### config.mk
export PLATFORM = sky130hd
export DESIGN_NAME = svm_dwell_seq
export DESIGN_NICKNAME = d
export VERILOG_FILES = /design/src/rtl/svm_dwell_seq.sv
export SDC_FILE = /design/constraint.sdc
export NUM_CORES = 1
export LEC_CHECK = 0
export BUFFER_PORTS_ARGS = -buffer_cell sky130_fd_sc_hd__buf_2
export CAP_MARGIN = 20
export CORE_MARGIN = 4
export CORE_UTILIZATION = 70
export CTS_BUF_LIST = sky130_fd_sc_hd__clkbuf_8
export DETAILED_ROUTE_END_ITERATION = 16
export PLACE_DENSITY = 0.88
export SLEW_MARGIN = 0
export SYNTH_ARGS = -nofsm -noshare
export SYNTH_HDL_FRONTEND = slang
export SYNTH_SLANG_ARGS = --single-unit
### constraint.sdc
create_clock -name clk -period 16.8 [get_ports clk]
set_input_delay 1.68 -clock clk [delete_from_list [all_inputs] [get_ports clk]]
set_output_delay 1.68 -clock clk [all_outputs]
set_load 0.1 [all_outputs]
### src/rtl/svm_dwell_seq.sv
module svm_dwell_seq #(
  parameter int CODE_W     = 5,
  parameter int CNT_W      = 16,
  parameter int RST_PERIOD = 62500,
  parameter int ZERO_CODE  = 0
) (
  input  logic              clk,
  input  logic              rst,
  input  logic              wr_en,
  input  logic [2:0]        wr_sel,
  input  logic [CNT_W-1:0]  wr_data,
  output logic [CODE_W-1:0] vec_code,
  output logic [1:0]        phase,
  output logic              period_start
);

  localparam logic [CNT_W-1:0]  PER_INIT = CNT_W'(RST_PERIOD);
  localparam logic [CODE_W-1:0] ZCODE    = CODE_W'(ZERO_CODE);

  logic [CNT_W-1:0]  per_s, t1_s, t2_s, per_a, t1_a, t2_a, cnt, last, e1, e2;
  logic [CODE_W-1:0] v1_s, v2_s, v3_s, v1_a, v2_a, v3_a;
  logic [CNT_W:0]    sum;
  logic              wrap;

  always_ff @(posedge clk) begin
    if (rst) begin
      per_s <= PER_INIT;
      t1_s  <= '0;
      t2_s  <= '0;
      v1_s  <= ZCODE;
      v2_s  <= ZCODE;
      v3_s  <= ZCODE;
    end else if (wr_en) begin
      case (wr_sel)
        3'd0: per_s <= wr_data;
        3'd1: t1_s  <= wr_data;
        3'd2: t2_s  <= wr_data;
        3'd3: v1_s  <= wr_data[CODE_W-1:0];
        3'd4: v2_s  <= wr_data[CODE_W-1:0];
        3'd5: v3_s  <= wr_data[CODE_W-1:0];
        default: ;
      endcase
    end
  end

  assign last = (per_a == '0) ? '0 : per_a - 1'b1;
  assign wrap = (cnt >= last);

  always_ff @(posedge clk) begin
    if (rst) begin
      cnt          <= '0;
      period_start <= 1'b0;
      per_a        <= PER_INIT;
      t1_a         <= '0;
      t2_a         <= '0;
      v1_a         <= ZCODE;
      v2_a         <= ZCODE;
      v3_a         <= ZCODE;
    end else begin
      period_start <= wrap;
      if (wrap) begin
        cnt   <= '0;
        per_a <= per_s;
        t1_a  <= t1_s;
        t2_a  <= t2_s;
        v1_a  <= v1_s;
        v2_a  <= v2_s;
        v3_a  <= v3_s;
      end else begin
        cnt <= cnt + 1'b1;
      end
    end
  end

  assign sum = {1'b0, t1_a} + {1'b0, t2_a};
  assign e1  = (t1_a > per_a) ? per_a : t1_a;
  assign e2  = (sum > {1'b0, per_a}) ? per_a : sum[CNT_W-1:0];

  assign phase = (cnt < e1) ? 2'd0 : (cnt < e2) ? 2'd1 : 2'd2;

  always_comb begin
    case (phase)
      2'd0:    vec_code = v1_a;
      2'd1:    vec_code = v2_a;
      default: vec_code = v3_a;
    endcase
  end

endmodule

After elaboration in Yosys (flattened, before gate mapping) --
Index checks and enable logic that the tools add are counted.
Operators by class: $add $sub $neg 3, multipliers 0, div/mod/pow operators 0, magnitude comparators 5, equality and inequality tests 6, shift operators 0, mux-type cells 6, bitwise logic cells 0, reductions and logical operators 10
Operators by type and width (number):
- two-way mux 16 bit | 3
- less-than comparator 16 bit | 2
- adder 16 x 16 -> 17 bit | 1
- greater-than comparator 17 x 16 -> 1 bit | 1
- adder 16 x 1 -> 16 bit (second input constant) | 1
- greater-or-equal comparator 16 bit | 1
- greater-than comparator 16 bit | 1
- zero test 16 bit | 1
- subtractor 16 x 1 -> 16 bit (second input constant) | 1
- AND reduction 2 bit | 6
- one-hot mux 5 bit (2 select lines) | 1
- == test 3 x 2 -> 1 bit (second input constant) | 2
- == test 3 bit (second input constant) | 2
- two-way mux 2 bit | 2
- == test 3 x 1 -> 1 bit (second input constant) | 1
- zero test 3 bit | 1
- == test 2 x 1 -> 1 bit (second input constant) | 1
- zero test 2 bit | 1
- OR reduction 2 bit | 1
Storage, ports and cells: register bits after elaboration 143, latch bits 0, memory bits (writable) 0, ROM bits 0, input bits 22, output and inout bits 8, logic and storage cells 44, memories kept 0

Logic depth before layout (Yosys ltp) --
word-level depth 8, gate-level depth with buffers 28, mapped depth without buffers 27

Worst setup path after synthesis --
No wires, ideal clock.
path type reg2out, start point register t1_a[1], end point output port phase[0], data arrival time 6.455 ns, setup slack 8.665 ns, stages on the path, launching flop included 26, buffers on the path 1, cell sequence dfxtp_1 > ha_1 > a21o_1 > a21oi_1 > nand2b_1 > a21oi_1 > a221o_1 > o31ai_1 > a21boi_1 > ha_1 > a21o_1 > a2111oi_0 > a31oi_1 > a211oi_2 > clkbuf_1 > nor2_1 > a21oi_1 > ha_1 > a21o_1 > a21o_1 > a21oi_1 > o21ai_1 > a21oi_1 > nand3_1 > o211ai_2 > nor2b_1
On the way: cells in the longest elaborated chain, start to end 6, elaborated cells on any way between the ends 9
Ends and longest elaborated chain:
- start, declared | RTL line 20 | logic [CNT_W-1:0] per_s, t1_s, t2_s, per_a, t1_a, t2_a, cnt, last, e1, e2;
- start signal, assigned | RTL line 64 | t1_a <= t1_s;
- adder 16 x 16 -> 17 bit | RTL line 75 | assign sum = {1'b0, t1_a} + {1'b0, t2_a};
- greater-than comparator 17 x 16 -> 1 bit | RTL line 77 | assign e2 = (sum > {1'b0, per_a}) ? per_a : sum[CNT_W-1:0];
- two-way mux 16 bit | RTL line 77
- less-than comparator 16 bit | RTL line 79 | assign phase = (cnt < e1) ? 2'd0 : (cnt < e2) ? 2'd1 : 2'd2;
- two-way mux 2 bit | RTL line 79
- two-way mux 2 bit (*) | RTL line 79
- end, declared | RTL line 13 | output logic [1:0] phase,
Every way passes the cells marked *; elsewhere a longest branch is shown, timed or not.

Final worst setup path --
start point register t1_a[1], end point output port vec_code[3]
On the way: cells in the longest elaborated chain, start to end 8, elaborated cells on any way between the ends 12
Ends and longest elaborated chain:
- adder 16 x 16 -> 17 bit | RTL line 75
- greater-than comparator 17 x 16 -> 1 bit | RTL line 77
- two-way mux 16 bit | RTL line 77
- less-than comparator 16 bit | RTL line 79
- two-way mux 2 bit | RTL line 79
- two-way mux 2 bit (*) | RTL line 79
- == test 2 x 1 -> 1 bit / zero test 2 bit (equally long branches) | RTL line 82 | case (phase)
- one-hot mux 5 bit (2 select lines) (*) | RTL line 82
- end, declared | RTL line 12 | output logic [CODE_W-1:0] vec_code,
Marked as above.

==> impl_metrics.yaml <==
flow_run:
  cap_viol_max_count: 0
clocking:
  cts.sinks: 143
  root_buffer: "clkbuf_8"
  h-tree-depth: 4
  clk_pin_slew_ps: 80
  cts_setup_buffers: 0
  clkLatencyLatePin_ps: 460
  cts_max_path_buffers: 2
  cts_made_buffers: 17
  cts_hold_buf: 0
  cts-resized-gates: 0
  tritoncts: "yes"
logic_synthesis:
  synth_area_leader_cell: "dfxtp_1"
  yosys.area.top_type_share: 0.3182
  synth_seq_cells: 143
  synth.avg_cell_area_sq_um: 8.700
  syn-num-nets: 1153
  ys_top_cells_by_area: "dfxtp_1 (32%), ha_1 (13%), mux2i_1 (11%)"
  ys_types: 54
  async_reset_ff_frac: 0
  yosysMostFrequentCell: "dfxtp_1"
  synth_edf_count: 0
  yosysWarnings: 0
  syn_area_sq_um: 8996
  syn-instance-count: 1034
  synth-main-ff-cell: "dfxtp_1"
  synth_common_cells: "dfxtp_1 (143), nand2_1 (130), nand2b_1 (118)"
  yosysSeqAreaShare: 0.3182
worst_setup_path:
  cp-end-kind: "output port"
  worstPathMaxFanout: 28
  cpLargestDelayFamily: "compound AO/OA/AOI/OAI gates"
  cp_num_buf_inv: 2
  cpMaxStageDelayCell: "o211ai_2"
  crit_path_start_kind: "register"
  path_class: "register to output port"
  slowest_delay_ps: 470
  cp.arrival_ps: 7220
  worst_ep_required_time_ps: 15120
  path_common_cell: "a21oi_1"
sta:
  period_share: 0.5296
  period_needed_ps: 8897
  worst_pin_slew_ps: 865.7
  skew_ps: 13.31
  slew_viol_final: 0
  rsz0062_at_grt: "false"
  setup_violations: 0
  hold_viol: 0
  max_freq_ghz: 0.1124
  slew_headroom: 0.4229
  tns_ps: 0
cells_and_area:
  nets: 1158
  diodes: 0
  layout-drive-gt1-share: 0.09696
  multi_input_area_sq_um: 5824
  nFillCells: 906
  syn_to_final_growth_pct: 6.370
  seqCellArea_sq_um: 2863
drt:
  drt_iter0_drc: 542
  drc: 0
  dr_total_vias: 7249
  drtPass1Iterations: 6
  wire_per_inst_um: 17.03
  antenna_left: 0
  viasPerCell: 5.922
  wl_um: 20850
placement:
  dpl.hpwl_um: 14680
  gp_congestion: 0.9531
  port-buffer-count: 29
global_routing:
  gr-total-overflow: 0
  antenna_found_initial: 0
  grt_pass1_wl_um: 34210
  grt_pass1_vias: 6978
  grt_usage: 0.2932
  grt_max_degree: 111
power:
  comb_power_share: 0.069
  p_sw_uw: 178.4
  pwr-share-seq: 0.526
  pwr_density_cell_nw_per_um2: 68.79
  ir_drop_uv: 118.8
  leakagePower_uw: 0.004385
  intPower_uw: 479.8
  power_uw: 658.3
  p_sw_frac: 0.2711
  power.share.clock: 0.405
floorplan:
  die-area_sq_um: 14730
  core_sq_um: 12620
  initial_utilization: 0.7129
  ios: 30
  num_rows: 41
  die_w_um: 121.4
  fp.dieH_um: 121.4
min_path:
  hp-class: "register to register"
outcome:
  status: "finished, final reports clean"
power groups by stage:
stage | sequential, uW | clock, uW | combinational, uW
floorplan | 353 | 0 | 33.2
global placement | 354 | 0 | 43.8
detailed placement | 354 | 0 | 44.7
CTS | 346 | 270 | 45.5
global route | 346 | 287 | 49.2
finish | 346 | 267 | 45.7
cell usage in the layout, fill, tap and decap left out, drive strengths merged, types with 4 or more instances in the layout:
master / netlist / layout
and2: 4 / 4
nand4: 14 / 14
clkinv: 0 / 8
o21a: 4 / 4
and3: 6 / 6
nand2: 130 / 130
o21ai: 15 / 15
nor4: 4 / 4
xnor2: 22 / 22
a21oi: 91 / 91
nand3b: 7 / 7
a21o: 23 / 23
nand2b: 118 / 118
clkbuf: 35 / 17
a211oi: 8 / 8
nor3: 9 / 9
inv: 23 / 28
ha: 96 / 96
mux2i: 96 / 96
dfxtp: 143 / 143
nor2: 80 / 80
mux2: 10 / 10
o31ai: 5 / 5
nor2b: 9 / 9
nor3b: 16 / 16
xor2: 12 / 12
buf: 13 / 34
nand3: 18 / 18
sequential cells by signal (all words and copies together) (netlist names), 16 cells and up:
signal  count
cnt        16
per_a      16
per_s      16
t1_a       16
t1_s       16
t2_a       16
t2_s       16
worst paths after layout:
kind | startpoint | slack [ps] | endpoint | cells after the start
worst min register to register | t1_s[1] | 460 | t1_s[1] | 2
worst max-delay path | t1_a[1] | 7900 | vec_code[3] | 27
worst max register to register | per_a[2] | 12230 | v2_a[0] | 17
worst min-delay path | t1_s[1] | 460 | t1_s[1] | 2
worst reg2reg max path, delay by kind of cell (launching register included):
kind / cells / cell delay, ps
compound gates: 7 / 1300
buf+inv: 1 / 560
mux: 1 / 360
simple gates: 7 / 1660
fa+ha+maj: 1 / 240
flops: 1 / 380
layout make-up:
| type | instances | share of cell area |
|---|---|---|
| multi-input cells | 820 | 0.6087 |
| flip-flops and latches | 143 | 0.2992 |
| clock buffers | 17 | 0.02445 |
| well taps | 172 | 0.02249 |
| repair buffers | 34 | 0.02014 |
| clock inverters | 15 | 0.01608 |
| inverters | 23 | 0.009022 |
kinds of logic after synthesis:
kind of cell             synth area share
AO/OA/AOI/OAI                      0.1115
XOR/XNOR                          0.03310
adder cells (fa/ha/maj)            0.1357
buffers and inverters             0.03644
flip-flops                         0.3182
multiplexers                       0.1193
AND/OR/NAND/NOR                    0.2456
per-stage QoR:
stage | setup WS (ps) | hold slack, ps | utilization | cell area, sq um | cells
2_1_floorplan | 8665 | 436.8 | - | 8996 | 1034
3_5_place_dp | 7978 | 447.0 | 0.7264 | 9166 | 1191
5_1_grt | 7574 | 482.2 | 0.7583 | 9569 | 1224
6_report | 7903 | 457.2 | 0.7583 | 9569 | 1224
4_1_cts | 7495 | 458.5 | 0.7571 | 9554 | 1223
3_3_place_gp | 8337 | 441.5 | 0.7264 | 9166 | 1191
routing by layer:
metal	vias up	GRT usage	routed length (um)
met3	41	0.05268	987
li1	3570	-	-
met5	-	0	0
met1	3428	0.3804	9110
met4	0	0.1057	651
met2	210	0.4884	10100
(Power assumes the default switching activity.)
